<file path="config.mk">
export PLATFORM = sky130hd
export DESIGN_NAME = acc_cpu
export DESIGN_NICKNAME = d
export VERILOG_FILES = /design/src/rtl/acc_cpu_pkg.sv /design/src/rtl/acc_rst_sync.sv /design/src/rtl/acc_rom.sv /design/src/rtl/acc_alu.sv /design/src/rtl/acc_ctrl.sv /design/src/rtl/acc_cpu.sv
export SDC_FILE = /design/constraint.sdc
export NUM_CORES = 1
export LEC_CHECK = 0
export ABC_AREA = 1
export BUFFER_PORTS_ARGS = -buffer_cell sky130_fd_sc_hd__buf_2
export CORE_ASPECT_RATIO = 0.9
export CORE_MARGIN = 2
export CORE_UTILIZATION = 35
export CTS_CLUSTER_SIZE = 25
export DETAILED_ROUTE_END_ITERATION = 8
export GPL_TIMING_DRIVEN = 0
export HOLD_SLACK_MARGIN = 0.05
export PLACE_DENSITY = 0.52
export SETUP_SLACK_MARGIN = 0.3
export SKIP_CTS_REPAIR_TIMING = 1
export SYNTH_ARGS = -nofsm -noshare
export SYNTH_HDL_FRONTEND = slang
export SYNTH_SLANG_ARGS = --single-unit
</file>
<file path="constraint.sdc">
create_clock -name clk -period 0.8 [get_ports clk]
set_input_delay 0.08 -clock clk [delete_from_list [all_inputs] [get_ports clk]]
set_output_delay 0.08 -clock clk [all_outputs]
set_load 0.005 [all_outputs]
</file>
<file path="src/rtl/acc_cpu_pkg.sv">
package acc_cpu_pkg;
  localparam int unsigned OP_W = 2;

  typedef enum logic [OP_W-1:0] {
    OP_ADD = 2'b00,
    OP_SUB = 2'b01,
    OP_OR  = 2'b10,
    OP_AND = 2'b11
  } op_e;

  typedef enum logic {
    ST_RUN  = 1'b0,
    ST_HALT = 1'b1
  } ctrl_state_e;
endpackage

</file>
<file path="src/rtl/acc_rst_sync.sv">
module acc_rst_sync #(
  parameter int unsigned STAGES = 2
) (
  input  logic clk,
  input  logic rst_n,
  output logic rst_sync_n
);
  logic [STAGES-1:0] chain_q;

  always_ff @(posedge clk or negedge rst_n) begin
    if (!rst_n) chain_q <= '0;
    else        chain_q <= {chain_q[STAGES-2:0], 1'b1};
  end

  assign rst_sync_n = chain_q[STAGES-1];
endmodule

</file>
<file path="src/rtl/acc_rom.sv">
module acc_rom #(
  parameter int unsigned ADDR_W = 4,
  parameter int unsigned WORD_W = 10,
  parameter logic [(2**ADDR_W)*WORD_W-1:0] CONTENTS = '0
) (
  input  logic [ADDR_W-1:0] addr,
  output logic [WORD_W-1:0] word
);
  localparam int unsigned DEPTH = 2**ADDR_W;

  logic [WORD_W-1:0] mem [DEPTH];

  for (genvar i = 0; i < DEPTH; i++) begin : g_word
    assign mem[i] = CONTENTS[i*WORD_W +: WORD_W];
  end

  assign word = mem[addr];
endmodule

</file>
<file path="src/rtl/acc_alu.sv">
module acc_alu
  import acc_cpu_pkg::*;
#(
  parameter int unsigned DATA_W = 8
) (
  input  op_e               op,
  input  logic [DATA_W-1:0] a,
  input  logic [DATA_W-1:0] b,
  output logic [DATA_W-1:0] y
);
  always_comb begin
    unique case (op)
      OP_ADD:  y = a + b;
      OP_SUB:  y = a + ~b + DATA_W'(1);
      OP_OR:   y = a | b;
      OP_AND:  y = a & b;
      default: y = a;
    endcase
  end
endmodule

</file>
<file path="src/rtl/acc_ctrl.sv">
module acc_ctrl
  import acc_cpu_pkg::*;
#(
  parameter int unsigned ADDR_W = 4
) (
  input  logic              clk,
  input  logic              rst_n,
  output logic [ADDR_W-1:0] pc,
  output logic              exec_en,
  output logic              halted
);
  localparam logic [ADDR_W-1:0] LAST_ADDR = {ADDR_W{1'b1}};

  ctrl_state_e       state_q, state_d;
  logic [ADDR_W-1:0] pc_q, pc_d;
  logic              pc_en;

  always_comb begin
    state_d = state_q;
    pc_d    = pc_q;
    pc_en   = 1'b0;
    unique case (state_q)
      ST_RUN: begin
        if (pc_q == LAST_ADDR) begin
          state_d = ST_HALT;
        end else begin
          pc_en = 1'b1;
          pc_d  = pc_q + ADDR_W'(1);
        end
      end
      ST_HALT: state_d = ST_HALT;
      default: state_d = ST_RUN;
    endcase
  end

  always_ff @(posedge clk or negedge rst_n) begin
    if (!rst_n) state_q <= ST_RUN;
    else        state_q <= state_d;
  end

  always_ff @(posedge clk or negedge rst_n) begin
    if (!rst_n)     pc_q <= '0;
    else if (pc_en) pc_q <= pc_d;
  end

  assign pc      = pc_q;
  assign exec_en = (state_q == ST_RUN);
  assign halted  = (state_q == ST_HALT);
endmodule

</file>
<file path="src/rtl/acc_cpu.sv">
module acc_cpu
  import acc_cpu_pkg::*;
#(
  parameter int unsigned DATA_W = 8,
  parameter int unsigned ADDR_W = 4,
  parameter logic [(2**ADDR_W)*(DATA_W+2)-1:0] PROGRAM = {
    10'b10_1000_0001, 10'b00_0000_0001, 10'b01_0000_0010, 10'b11_1111_0000,
    10'b00_0001_0001, 10'b10_0000_1000, 10'b01_0000_0001, 10'b00_0100_0000,
    10'b11_0011_1111, 10'b00_0000_0011, 10'b01_0001_0000, 10'b10_0101_0101,
    10'b00_1111_1111, 10'b11_1010_1010, 10'b01_0000_0100, 10'b00_0000_0101
  }
) (
  input  logic              clk,
  input  logic              rst_n,
  output logic [ADDR_W-1:0] pc_o,
  output logic [DATA_W-1:0] acc_o,
  output logic              halted_o
);
  localparam int unsigned WORD_W = OP_W + DATA_W;

  logic              rst_int_n;
  logic [ADDR_W-1:0] pc;
  logic              exec_en;
  logic              halted;
  logic [WORD_W-1:0] rom_word;
  logic [WORD_W-1:0] ir_q;
  logic [DATA_W-1:0] acc_q, acc_d;
  op_e               cur_op;
  logic [DATA_W-1:0] cur_imm;

  acc_rst_sync #(.STAGES(2)) u_rst_sync (
    .clk        (clk),
    .rst_n      (rst_n),
    .rst_sync_n (rst_int_n)
  );

  acc_ctrl #(.ADDR_W(ADDR_W)) u_ctrl (
    .clk     (clk),
    .rst_n   (rst_int_n),
    .pc      (pc),
    .exec_en (exec_en),
    .halted  (halted)
  );

  acc_rom #(.ADDR_W(ADDR_W), .WORD_W(WORD_W), .CONTENTS(PROGRAM)) u_rom (
    .addr (pc),
    .word (rom_word)
  );

  assign cur_op  = op_e'(rom_word[WORD_W-1 -: OP_W]);
  assign cur_imm = rom_word[DATA_W-1:0];

  acc_alu #(.DATA_W(DATA_W)) u_alu (
    .op (cur_op),
    .a  (acc_q),
    .b  (cur_imm),
    .y  (acc_d)
  );

  always_ff @(posedge clk or negedge rst_int_n) begin
    if (!rst_int_n)   ir_q <= '0;
    else if (exec_en) ir_q <= rom_word;
  end

  always_ff @(posedge clk or negedge rst_int_n) begin
    if (!rst_int_n)   acc_q <= '0;
    else if (exec_en) acc_q <= acc_d;
  end

  assign pc_o     = pc;
  assign acc_o    = acc_q;
  assign halted_o = halted;
endmodule

</file>
# Word-level counts from Yosys, hierarchy flattened

Memory sizes are Yosys's and may differ from the RTL's.
Cells that the tools add are included.

Add/subtract/negate cells: 4
Reduce and logical (&&, ||, !) cells: 2
Mux-type cells: 7
Equal/unequal tests: 4
Bitwise logic cells: 6
$lt $le $gt $ge: 1

Operator list:

| cell                                                             | number |
|---|---|
| 8-bit one-hot mux with 4 select lines                            | 1 |
| 10-bit two-way mux                                               | 2 |
| 8-bit adder                                                      | 2 |
| 8-bit by 1-bit adder with 8-bit output (second input constant)   | 1 |
| 8-bit bitwise AND                                                | 1 |
| 8-bit inverter                                                   | 1 |
| 8-bit bitwise OR                                                 | 1 |
| 5-bit >= comparator (second input constant)                      | 1 |
| 4-bit inverter with 5-bit output                                 | 1 |
| 4-bit by 1-bit adder with 4-bit output (second input constant)   | 1 |
| 2-bit == test (second input constant)                            | 2 |
| 4-bit == test (second input constant)                            | 1 |
| 1-bit two-way mux                                                | 3 |
| 3-bit AND reduction                                              | 1 |
| 2-bit by 1-bit == test with 1-bit output (second input constant) | 1 |
| 2-bit zero test                                                  | 1 |
| 1-bit inverter                                                   | 2 |
| 1-bit one-hot mux with 2 select lines                            | 1 |

Output and inout bits: 13
Memory bits (read-only): 160
Word-level logic and storage cells: 29
Register bits: 15
Bits of input ports: 2
Memories kept: 1

Memory list:

| memory           | words | width | rd ports | clocked after memory_dff | wr ports | line          | source |
|---|---|---|---|---|---|---|---|
| (name not given) | 16    | 10    | 1        | 0                        | 0        | acc_rom.sv:17 | `assign word = mem[addr];` |

# Depth between registers and ports, before layout

Gate-level depths: netlist (run 1).

Depth in word-level cells: 8
Mapped depth: 20
Depth with buffers taken out: 20

# Cells and area by module

From an unflattened synthesis (run 1), not the netlist that was laid out.

Cell total of the unflattened synthesis: 291
Area total of the unflattened synthesis: 1,909.3 um^2

By module, submodules not included:

| module       | cells an instance | times used | area an instance (um^2) | seq. area each (um^2) |
|---|---|---|---|---|
| acc_alu      | 173               | 1          | 988.4                   | 0.0 |
| acc_rom      | 55                | 1          | 322.8                   | 0.0 |
| acc_cpu      | 34                | 1          | 305.3                   | 200.2 |
| acc_ctrl     | 26                | 1          | 239.0                   | 125.1 |
| acc_rst_sync | 3                 | 1          | 53.8                    | 50.0 |

# Least setup slack after synthesis (run 1)

Ideal clock, no wire load.

Path kind: register -> register
Start: register u_ctrl.pc_q[0] (netlist: u_ctrl.pc[0])
End: register acc_q[4] (netlist: acc_o[4])
Data required time: 0.674 ns
Path slack: -1.713 ns
Arrival time: 2.387 ns
Period minus slack after synthesis: 2.513 ns
Stages on the path, launching flop included: 17
Setup time: 0.126 ns
Path buffers: 0
Cell sequence: dfrtp_1 -> inv_1 -> ha_1 -> inv_1 -> nand2_1 -> o211ai_1 -> nand2_1 -> inv_1 -> ha_1 -> fa_1 -> inv_1 -> nor2_1 -> nor2_1 -> xor2_1 -> a21oi_1 -> nand2_1 -> o21ai_0

Cells in the longest elaborated chain, start to end: 8
Elaborated cells on any way between the ends: 15
Those cells by class: add/sub: 3; eq/ne: 3; mux: 3; bitwise: 4; reduce/logical: 1; memory: 1

RTL lines:

| element                                                    | line           | source |
|---|---|---|
| start: declaration                                         | acc_ctrl.sv:15 | `logic [ADDR_W-1:0] pc_q, pc_d;` |
| start signal: assignment                                   | acc_ctrl.sv:43 | `else if (pc_en) pc_q <= pc_d;` |
| 4-bit inverter with 5-bit output (implied by the code) (*) | acc_rom.sv:17  |  |
| memory read 16 x 10 bit (*)                                | n/a            |  |
| 10-bit two-way mux (implied by the code) (*) (2 in series) | acc_rom.sv:17  |  |
| 8-bit inverter                                             | acc_alu.sv:14  | `OP_SUB: y = a + ~b + DATA_W'(1);` |
| 8-bit adder                                                | acc_alu.sv:14  |  |
| 8-bit by 1-bit adder with 8-bit output                     | acc_alu.sv:14  |  |
| 8-bit one-hot mux with 4 select lines (*)                  | acc_alu.sv:12  | `unique case (op)` |
| end signal: assignment                                     | acc_cpu.sv:66  | `if (!rst_int_n) acc_q <= '0;` |
| end signal: assignment                                     | acc_cpu.sv:67  | `else if (exec_en) acc_q <= acc_d;` |
| end: declaration                                           | acc_cpu.sv:27  | `logic [DATA_W-1:0] acc_q, acc_d;` |

Every way passes the cells marked *; elsewhere a longest branch is shown, timed or not. The select of a mux whose other input is x is not followed.
A chain may end at the register's enable or synchronous reset.

# Final worst setup path (run 1)

Start: register u_ctrl.pc_q[0] (netlist: u_ctrl.pc[0])
End: register acc_q[6] (netlist: acc_o[6])

Same word-level chain as after synthesis.

==> key figures, run 1 <==
Setup path
  • Worst-path fanout max: 7
  • Crit start category: flip-flop
  • Critical path cell sequence: clkinv_4 -> ha_4 -> inv_4 -> nand2_4 -> o211ai_1 -> nand2_1 -> inv_2 -> ha_4 -> fa_2 -> inv_2 -> nand4_1 -> nand3_1 -> nand2_1 -> nand3_2 -> nand2_2 -> a21oi_2 -> nor2_1
  • CP endpoint kind: flip-flop
  • CP max stage delay: 450 ps
  • Setup CP Type: reg2reg
  • Critical path arrival: 2770 ps
  • Worst Path Buf+Inv: 4
  • CP top delay family: adder cells
  • CP required: 950 ps
  • Slowest-stage cell, CP: dfrtp_2

Clock network
  • Cts bufs inserted: 3
  • Clock sink total: 15
  • H-Tree Depth: 1
  • CTS tree: built
  • Clk buf depth: 2
  • Clock Pin Slew Worst Setup and Hold Paths: 70 ps
  • Worst skew pair latency: 250 ps
  • Clock root buffer master: clkbuf_8

Die
  • Core area: 0.00535 mm2
  • Die Area: 0.00626 mm2
  • Initial Utilization: 36.9%
  • Rows: 25
  • Die Ht: 75.2 um
  • Top Ports: 15
  • Chip width: 83.1 um

Route
  • Via count: 1,971
  • Pre-antenna DRT Iters: 6
  • Drt initial violations: 105
  • DRC Markers: 0
  • Routed len/inst: 13.8 um
  • Via density per instance: 4.85
  • Antenna viol nets, final: 0
  • Total Wirelength: 5.60 mm

Logic synthesis
  • Mux cell area share after synthesis: 0%
  • Simple-gate share of the synthesized area: 32.1%
  • Distinct cells, synth: 34
  • Mean area per synthesized cell: 6.60 um2
  • Synthesis-stage register bit count: 15
  • Sequential area share after synthesis: 19.0%
  • Syn_nets: 334
  • Synth Area in XOR/XNOR: 1.33%
  • Main combinational cell family by area after synthesis: simple AND/OR/NAND/NOR gates
  • Synth Area in Compound Gates: 11.4%
  • Area share of fa/ha/maj cells after synthesis: 21.7%
  • Yosys Warn Count: 0
  • Mapped cell area: 0.00197 mm2
  • Synth Instances: 299

Power and ir drop
  • Cell Pwr Density: 566 mW/mm2
  • Worst IR drop on VDD: 0.698 mV
  • P_leak: 1.31 nW

STA
  • Clock Skew: 2.18 ps
  • Endpoints failing hold: 0
  • Final setup margin: -1820 ps
  • Part of the cycle the worst path needs: 328%
  • Final slew viol count: 0
  • F_max: 0.382 GHz
  • TNS Setup: -16,180 ps
  • RSZ-0062 raised after global routing: yes
  • Setup Viol. Count Final: 26
  • Min Tclk post-route: 2620 ps

GRT
  • Initial antenna violation count: 0
  • First-pass GRT wire length: 8.89 mm
  • Largest net degree at the start of global routing: 14
  • Grt ovf: 0
  • Total GRT Usage: 18.0%
  • Vias in the first global route: 1,756

Placed design
  • Dpl hpwl: 4.12 mm
  • DP Worst Slack: -1850 ps
  • RD Place Congestion: 0.828
  • Placed insts: 380
  • Number of port buffers: 14

Finish
  • Layout cells sized above 1: 32.4%
  • Final non-filler cell total: 406
  • N_diodes: 0
  • Syn-to-layout area delta: 30.9%
  • Nets: 375
  • Core Util, Final: 48.3%

Job
  • Max Cap Viol: 0

Worst hold path
  • Hold/Removal Path Class: in2async

Run status
  • Failing checks: negative setup slack
  • Status: finished with violations
[cells in the final DEF, fill, tap and decap left out, types with 8 or more instances in the layout]
cell	count
nand4_1	8
nand2_1	68
nor2_1	18
nand3_2	8
buf_2	14
o21ai_1	11
dfrtp_1	9
nand3_1	14
a21oi_1	8
inv_1	49
buf_4	22
ha_1	24
[cell usage after synthesis, drive strengths merged]
| cell | number | area share [%] |
|---|---|---|
| nand4 | 8 | 2.5 |
| o21a | 1 | 0.38 |
| clkbuf | 2 | 0.89 |
| buf | 4 | 1.5 |
| nand2 | 80 | 16 |
| o22ai | 4 | 1.3 |
| fa | 2 | 2.0 |
| ha | 31 | 20 |
| nor2 | 24 | 5.5 |
| o21ai | 17 | 4.5 |
| a31oi | 2 | 0.63 |
| a21oi | 13 | 3.5 |
| dfrtp | 15 | 19 |
| nand3 | 22 | 6.1 |
| o211ai | 3 | 1.1 |
| nor3 | 2 | 0.51 |
| conb | 1 | 0.19 |
| nand3b | 1 | 0.38 |
| xor2 | 3 | 1.3 |
| inv | 62 | 12 |
| and2 | 2 | 0.63 |
[flip-flops by register name, summed over array words and instances (netlist names)]
| register | cells |
|---|---|
| u_rst_sync.chain_q | 2 |
| u_ctrl.pc | 4 |
| acc_o | 8 |
| u_ctrl.halted | 1 |
[worst register-to-register path, stage by stage, from the launching register on]
cell      delay [ps]
dfrtp_2          450
clkinv_4         110
ha_4             300
inv_4             40
nand2_4           60
o211ai_1         100
nand2_1          140
inv_2             80
ha_4             170
fa_2             400
inv_2             80
nand4_1          130
nand3_1          100
nand2_1           60
nand3_2           70
nand2_2           50
a21oi_2          120
nor2_1            60
[final cells by class]
class / instances / area, um2
buffer: 6 / 60.1
clock buffer: 4 / 45.0
fill: 554 / 2770
tap: 67 / 83.8
multi-input combinational: 216 / 1510
timing repair buffer: 36 / 248
sequential: 15 / 385
inverter: 62 / 254
[metal layers]
metal	routed length (um)	vias to the layer above	track usage (%)
li1	-	1015	-
met5	0	-	0
met1	2820	918	25.0
met4	57	0	3.83
met3	169	6	2.96
met2	2560	32	29.8
[worst paths after layout]
path                                            start                    end  slack (ps)  cells after the start
max in group asynchronous       u_rst_sync.chain_q[1]          u_ctrl.halted         410                      0
worst max-delay path                     u_ctrl.pc[0]               acc_o[6]       -1820                     17
min in group clk                u_rst_sync.chain_q[0]  u_rst_sync.chain_q[1]         350                      0
worst min register to register  u_rst_sync.chain_q[1]               acc_o[0]         180                      0
worst min-delay path                            rst_n  u_rst_sync.chain_q[1]         130                      2
worst max register to register           u_ctrl.pc[0]               acc_o[6]       -1820                     17
[through the flow]
stage / power [W] / hold WS (ps) / area [um2]
2_1_floorplan: 0.000788 / -216 / 2060
3_3_place_gp: 0.000798 / -135 / 2220
3_5_place_dp: 0.000799 / -131 / 2220
4_1_cts: 0.00148 / -408 / 2260
5_1_grt: 0.00151 / 140 / 2580
6_report: 0.00146 / 127 / 2580
[where the power goes]
part           switching (W)  internal [W]
registers          0.0000154      0.000764
logic             0.00000278    0.00000490
clock network       0.000320      0.000354
total               0.000339       0.00112
[cells by family (layout without fill, tap and decap cells)]
| family | count (synthesis) | in the layout |
|---|---|---|
| other | 1 | 1 |
| AND/OR/NAND/NOR | 139 | 139 |
| buffers and inverters | 68 | 108 |
| adder cells (fa/ha/maj) | 33 | 33 |
| XOR/XNOR | 3 | 3 |
| AO/OA/AOI/OAI | 40 | 40 |
| flip-flops | 15 | 15 |
Note: power is estimated with default switching activity, not from simulation.
==> inputs of run 2 (changes only) <==
--- a/config.mk
+++ b/config.mk
@@ -5,7 +5,7 @@
 export SDC_FILE = /design/constraint.sdc
 export NUM_CORES = 1
 export LEC_CHECK = 0
-export ABC_AREA = 1
+export ABC_AREA = 0
 export BUFFER_PORTS_ARGS = -buffer_cell sky130_fd_sc_hd__buf_2
 export CORE_ASPECT_RATIO = 0.9
 export CORE_MARGIN = 2
@@ -14,7 +14,7 @@
 export DETAILED_ROUTE_END_ITERATION = 8
 export GPL_TIMING_DRIVEN = 0
 export HOLD_SLACK_MARGIN = 0.05
-export PLACE_DENSITY = 0.52
+export PLACE_DENSITY = 0.5
 export SETUP_SLACK_MARGIN = 0.3
 export SKIP_CTS_REPAIR_TIMING = 1
 export SYNTH_ARGS = -nofsm -noshare
==> constraint.sdc (replaced) <==
create_clock -name clk -period 3 [get_ports clk]
set_input_delay 0.3 -clock clk [delete_from_list [all_inputs] [get_ports clk]]
set_output_delay 0.3 -clock clk [all_outputs]
set_load 0.005 [all_outputs]
==> run 2 against run 1 <==
Net effect: global-route usage fell by 0.52 points; via count fell by 14%; hold slack improved by 150 ps; sequential share of layout area rose by 0.34 points; sequential power fell by 73%; the run now ends clean; largest cell class unchanged; count of clock-buffer cells in the layout did not move; flip-flop and latch count did not move; synthesized cell count fell by 25%; die area fell by 2.5%.
==> key figures, run 2 <==
STA
  • Endpoints failing hold: 0 (unchanged)
  • Min Tclk post-route: 2890 ps (+270 ps)
  • TNS Setup: 0 ps (+16,180 ps)
  • RSZ-0062 raised after global routing: yes
  • Clock Skew: 8.58 ps (+6.40 ps)
  • Final setup margin: 110 ps (+1930 ps)
  • F_max: 0.346 GHz (-9.3%)
  • Final slew viol count: 0 (unchanged)
  • Tightest Pin Transition: 661 ps
  • Slew HR: 55.9%
  • Setup Viol. Count Final: 0 (-100%)
  • Part of the cycle the worst path needs: 96.3% (-230 points)

Route
  • Antenna viol nets, final: 0 (unchanged)
  • Drt initial violations: 113 (+7.6%)
  • Met3 wire len: 166 um (-1.8%)
  • DRC Markers: 0 (unchanged)
  • Via count: 1,704 (-14%)
  • Top Layer Used: met4
  • Total Wirelength: 5.10 mm (-9.0%)
  • Met1 wire length: 2.49 mm (-12%)
  • Routed len/inst: 15.8 um (+15%)
  • Via density per instance: 5.29 (+9.0%)
  • Pre-antenna DRT Iters: 4 (-2)
  • Met2 Wirelength: 2.43 mm (-5.1%)

Clock network
  • Clock root buffer master: clkbuf_8
  • Clock sink total: 15 (unchanged)
  • Clock Pin Slew Worst Setup and Hold Paths: 70 ps (about the same)
  • Worst skew pair latency: 260 ps (about the same)
  • Clk buf depth: 2 (unchanged)
  • H-Tree Depth: 1 (unchanged)
  • CTS tree: built
  • Cts bufs inserted: 3 (unchanged)

Logic synthesis
  • Synth area leaders: ha_1, dfrtp_1, a21oi_1
  • Synth area leader: ha_1
  • Post-synth top area share: 20.2% (+0.54 points)
  • Area share of fa/ha/maj cells after synthesis: 22.3% (+0.59 points)
  • Simple-gate share of the synthesized area: 14.4% (-18 points)
  • Yosys Warn Count: 0 (unchanged)
  • Mean area per synthesized cell: 8.57 um2 (+30%)
  • Top_reg_cell synth: dfrtp_1
  • Top cells by instance count after synthesis: ha_1, inv_1, a21oi_1
  • Sequential area share after synthesis: 19.5% (+0.52 points)
  • Synthesis-stage register bit count: 15 (unchanged)
  • Main combinational cell family by area after synthesis: compound AO/OA/AOI/OAI gates
  • Top-count cell post-synth: ha_1
  • Mux cell area share after synthesis: 5.60% (+5.6 points)
  • Mapped cell area: 0.00192 mm2 (-2.7%)
  • Distinct cells, synth: 59 (+74%)
  • Synth Area in Compound Gates: 24.3% (+13 points)
  • EDFF count, synth: 0 (unchanged)
  • Synth Area in XOR/XNOR: 4.10% (+2.8 points)
  • Synth Instances: 224 (-25%)
  • Post-synth ARST share: 100% (unchanged)
  • Syn_nets: 259 (-22%)

GRT
  • First-pass GRT wire length: 7.98 mm (-10%)
  • Vias in the first global route: 1,598 (-9.0%)
  • Largest net degree at the start of global routing: 14 (unchanged)
  • Total GRT Usage: 17.5% (-0.52 points)
  • Initial antenna violation count: 0 (unchanged)
  • Grt ovf: 0 (unchanged)

Finish
  • Nets: 291 (-22%)
  • Most common cell after layout, fill and taps aside: inv_1
  • Syn-to-layout area delta: 28.9%
  • Core Util, Final: 46.8% (-1.5 points)
  • # fillers: 526 (-5.1%)
  • Layout cells sized above 1: 32.9% (+0.49 points)
  • Max reg flops: 8 (unchanged)
  • N_diodes: 0 (unchanged)
  • Reg area: 378 um2 (-1.9%)
  • Most frequent cells in the layout: inv_1, ha_1, a21oi_1, buf_2
  • Area of the multi-input gates: 0.00157 mm2 (+4.1%)
  • Final instance area: 0.00248 mm2 (-4.2%)

Die
  • Die Ht: 74.3 um (-1.3%)
  • Rows: 25 (unchanged)
  • Chip width: 82.1 um (-1.3%)
  • Core area: 0.00529 mm2 (-1.2%)
  • Die Area: 0.00610 mm2 (-2.5%)
  • Top Ports: 15 (unchanged)
  • Initial Utilization: 36.3% (-0.56 points)

Power and ir drop
  • Worst IR drop on VDD: 0.123 mV (-82%)
  • P_leak: 1.08 nW (-17%)
  • Net switching power: 0.0000855 W (-75%)
  • Combinational power share: 0.5% (about the same)
  • Clk network pwr share: 45.5% (-0.6 points)
  • Switch share: 22.2% (-0.92 points)
  • Internal power: 0.000299 W (-73%)
  • Seq pwr share: 54.0% (+0.7 points)
  • Cell Pwr Density: 155 mW/mm2 (-73%)

Placed design
  • RD Place Congestion: 0.793 (-4.2%)
  • DP Worst Slack: -124 ps (+1720 ps)
  • Post-DP Area: 0.00214 mm2 (-3.4%)
  • Number of port buffers: 14 (unchanged)
  • Dpl hpwl: 3.61 mm (-12%)

Setup path
  • Worst R2R Path Depth: 11 (-6)
  • Setup CP Type: reg2reg
  • Worst-path fanout max: 5 (-2)
  • CP required: 3160 ps (+2210 ps)
  • Crit start category: flip-flop
  • CP endpoint kind: flip-flop
  • Critical path arrival: 3050 ps (+280 ps)

Job
  • Max Cap Viol: 0 (unchanged)

Run status
  • Status: complete, no violations

Worst hold path
  • Hold/Removal Path Class: reg2async
## run 2: power by group through the flow
stage / registers [W] / clock network (W) / logic, W
5_1_grt: 0.000208 / 0.000201 / 0.00000253
2_1_floorplan: 0.000210 / 0 / 0.000000109
6_report: 0.000208 / 0.000175 / 0.00000201
3_5_place_dp: 0.000212 / 0 / 0.00000108
3_3_place_gp: 0.000212 / 0 / 0.00000104
4_1_cts: 0.000208 / 0.000186 / 0.00000108
## run 2: routing by layer
layer	vias up	GRT usage (%)
met2	23	27.5
met4	0	2.04
met3	2	3.28
met5	-	0
met1	829	25.6
li1	850	-
## run 2: final cells by class
cell class	instances	area share, %
inverter	28	4.65
timing repair buffer	27	7.38
sequential	15	15.3
clock buffer	4	1.82
buffer	11	4.09
tap	67	3.39
multi-input combinational	170	63.4
## run 2: critical path, cell delays in order (launching register included)
cell,delay (ps)
dfrtp_2,430
clkinv_4,100
ha_4,270
and2b_4,260
nor2_1,40
or2_4,270
ha_4,180
o311a_4,370
o41ai_4,370
and4bb_2,280
nor4_2,50
a221oi_2,160
## run 2: path summary, 6_finish.rpt
kind                                       startpoint                     to  slack (ps)
worst max-delay path                     u_ctrl.pc[0]               acc_o[7]         110
worst min-delay path            u_rst_sync.chain_q[1]               acc_o[1]         280
worst max register to register           u_ctrl.pc[0]               acc_o[7]         110
worst min register to register  u_rst_sync.chain_q[1]               acc_o[1]         280
max in group asynchronous       u_rst_sync.chain_q[1]           u_ctrl.pc[0]        2250
min in group clk                u_rst_sync.chain_q[0]  u_rst_sync.chain_q[1]         350
## run 2: logic make-up (layout without fill, tap and decap cells)
kind of cell | after synthesis | count (layout)
XOR/XNOR | 9 | 9
other | 1 | 1
AND/OR/NAND/NOR | 51 | 51
adder cells (fa/ha/maj) | 33 | 33
multiplexers | 8 | 8
AO/OA/AOI/OAI | 68 | 68
flip-flops | 15 | 15
buffers and inverters | 39 | 70
## run 2: per-stage QoR
step / total power [W] / std cells / hold WS (ps)
2_1_floorplan: 0.000210 / 224 / 4.41
5_1_grt: 0.000412 / 322 / 335
6_report: 0.000385 / 322 / 275
4_1_cts: 0.000396 / 309 / -196
3_3_place_gp: 0.000213 / 305 / 85.9
3_5_place_dp: 0.000213 / 305 / 87.7
==> inputs of run 3 (changes only) <==
==> constraint.sdc (replaced) <==
create_clock -name clk -period 2.9 [get_ports clk]
set_input_delay 0.29 -clock clk [delete_from_list [all_inputs] [get_ports clk]]
set_output_delay 0.29 -clock clk [all_outputs]
set_load 0.005 [all_outputs]
==> run 3 against run 2 <==
Net effect: sequential share of layout area up 0.21 points; flip-flop and latch count unchanged; critical path depth unchanged; sequential power up 3%; highest routed layer unchanged; maximum frequency down 1.4%; routed wire length down 2.8%; largest cell class unchanged; final area down 1.4%; total power up 4.0%; critical path type unchanged; die area unchanged; the flow now finishes with violations (negative setup slack).
==> key figures, run 3 (synthesized netlist as in run 2, its figures left out) <==
Finish
  • Syn-to-layout area delta: 27.2%
  • N_diodes: 0 (unchanged)
  • Nets: 291 (unchanged)
  • Core Util, Final: 46.2% (-0.64 points)
  • Layout cells sized above 1: 33.3% (+0.39 points)
  • Most common cell after layout, fill and taps aside: inv_1
  • Max reg flops: 8 (unchanged)
  • # fillers: 507 (-3.6%)
  • Most frequent cells in the layout: inv_1, ha_1, a21oi_1, buf_2, buf_4

Setup path
  • CP endpoint kind: flip-flop
  • Crit-path most repeated cell: ha_4
  • Crit start category: flip-flop
  • Critical path arrival: 3100 ps (+50 ps)
  • Setup CP Type: reg2reg
  • Worst-path fanout max: 7 (+2)
  • CP required: 3060 ps (-100 ps)
  • CP max stage delay: 470 ps (+40 ps)
  • Critical path cell sequence: clkinv_4 -> ha_4 -> and2b_4 -> nor2_1 -> or2_4 -> ha_4 -> o311a_4 -> o41ai_4 -> and4bb_2 -> nor4_2 -> a221oi_2
  • Slowest-stage cell, CP: dfrtp_2
  • Worst R2R Path Depth: 11 (unchanged)

Job
  • Max Cap Viol: 0 (unchanged)

Route
  • Via count: 1,667 (-2.2%)
  • Routed len/inst: 15.4 um (-2.8%)
  • Antenna viol nets, final: 0 (unchanged)
  • Via density per instance: 5.18 (-2.2%)
  • Total Wirelength: 4.95 mm (-2.8%)
  • DRC Markers: 0 (unchanged)
  • Pre-antenna DRT Iters: 4 (unchanged)
  • Drt initial violations: 66 (-42%)

Die
  • Die Area: 0.00610 mm2 (unchanged)
  • Initial Utilization: 36.3% (unchanged)
  • Rows: 25 (unchanged)
  • Top Ports: 15 (unchanged)
  • Chip width: 82.1 um (unchanged)
  • Die Ht: 74.3 um (unchanged)
  • Core area: 0.00529 mm2 (unchanged)

Power and ir drop
  • Clk network pwr share: 45.8% (+0.3 points)
  • Total power: 0.000400 W (+4.0%)
  • Combinational power share: 0.5% (about the same)
  • Cell Pwr Density: 164 mW/mm2 (+5.5%)
  • Switch share: 22.7% (+0.47 points)
  • P_leak: 1.07 nW (-1.1%)
  • Seq pwr share: 53.7% (-0.3 points)
  • Worst IR drop on VDD: 0.142 mV (+15%)
  • Internal power: 0.000309 W (+3.4%)
  • Net switching power: 0.0000908 W (+6.3%)

Run status
  • Failing checks: negative setup slack
  • Status: finished with violations

STA
  • F_max: 0.341 GHz (-1.4%)
  • Endpoints failing hold: 0 (unchanged)
  • Clock Skew: 1.51 ps (-7.07 ps)
  • Part of the cycle the worst path needs: 101% (+4.8 points)
  • Min Tclk post-route: 2930 ps (+42.4 ps)
  • Slew HR: 56.6% (+0.65 points)
  • Final slew viol count: 0 (unchanged)
  • Final setup margin: -32.4 ps (-142 ps)
  • RSZ-0062 raised after global routing: yes
  • Setup Viol. Count Final: 1 (+1)
  • Tightest Pin Transition: 651 ps (-9.80 ps)

Clock network
  • Clock sink total: 15 (unchanged)
  • Cts bufs inserted: 3 (unchanged)
  • Worst skew pair latency: 250 ps (about the same)
  • Clock Pin Slew Worst Setup and Hold Paths: 70 ps (about the same)
  • Clk buf depth: 2 (unchanged)
  • Clock root buffer master: clkbuf_8
  • H-Tree Depth: 1 (unchanged)
  • CTS tree: built

Placed design
  • Dpl hpwl: 3.62 mm (+0.24%)
  • RD Place Congestion: 0.779 (-1.8%)
  • Number of port buffers: 14 (unchanged)

Worst hold path
  • Hold/Removal Path Class: reg2async

GRT
  • Vias in the first global route: 1,573 (-1.6%)
  • First-pass GRT wire length: 8.04 mm (+0.69%)
  • Total GRT Usage: 17.4% (-0.10 points)
  • Grt ovf: 0 (unchanged)
  • Initial antenna violation count: 0 (unchanged)
  • Largest net degree at the start of global routing: 14 (unchanged)
[run 3: cell types whose count changed in the layout (fill, tap and decap cells not counted), sizes merged]
cell	change
buf	+2
clkbuf	-2
[run 3: metrics by stage]
step / setup WS (ps) / cells / hold WS [ps] / instance area (um2) / TNS, ps
6_report: -32.4 / 322 / 271 / 2440 / -32.4
5_1_grt: -113 / 322 / 339 / 2440 / -174
4_1_cts: -118 / 309 / -197 / 2200 / -221
3_5_place_dp: -97.1 / 305 / 78.1 / 2150 / -134
3_3_place_gp: -94.3 / 305 / 76.1 / 2150 / -181
2_1_floorplan: 277 / 224 / -5.59 / 2000 / 0
[run 3: final timing paths]
path	start	endpoint	slack (ps)
min reg2reg	u_rst_sync.chain_q[1]	u_ctrl.pc[3]	270
max in group asynchronous	u_rst_sync.chain_q[1]	u_ctrl.pc[0]	2170
max	u_ctrl.pc[1]	acc_o[7]	-30
max reg2reg	u_ctrl.pc[1]	acc_o[7]	-30
min in group clk	u_rst_sync.chain_q[0]	u_rst_sync.chain_q[1]	350
min	u_rst_sync.chain_q[1]	u_ctrl.pc[3]	270
[run 3: critical path: cells and delay by family, from the launching register on]
kind / cells / cell delay, ps
buf+inv: 1 / 130
fa+ha+maj: 2 / 440
compound gates: 3 / 880
flops: 1 / 470
simple gates: 5 / 920
[run 3: layout make-up]
type / count / area [um2] / area share (%)
Multi-Input combinational cell: 170 / 1550 / 63.5
Buffer: 11 / 98.8 / 4.05
Inverter: 28 / 115 / 4.71
Sequential cell: 15 / 378 / 15.5
Tap cell: 67 / 83.8 / 3.43
Timing Repair Buffer: 27 / 170 / 6.97
Clock buffer: 4 / 45.0 / 1.84
[run 3: power groups by stage]
stage               combinational, W  clock [W]  sequential, W
detailed placement        0.00000113          0       0.000219
finish                    0.00000210   0.000183       0.000215
CTS                       0.00000113   0.000191       0.000215
global route              0.00000252   0.000202       0.000216
global placement          0.00000108          0       0.000219
floorplan                0.000000113          0       0.000217
[run 3: layer usage]
layer	part of all wire [%]	vias up	GRT usage, %
met3	3.0	4	3.03
met1	51	791	25.3
met2	45	20	26.9
met5	0	-	0
li1	-	852	-
met4	0.89	0	3.70
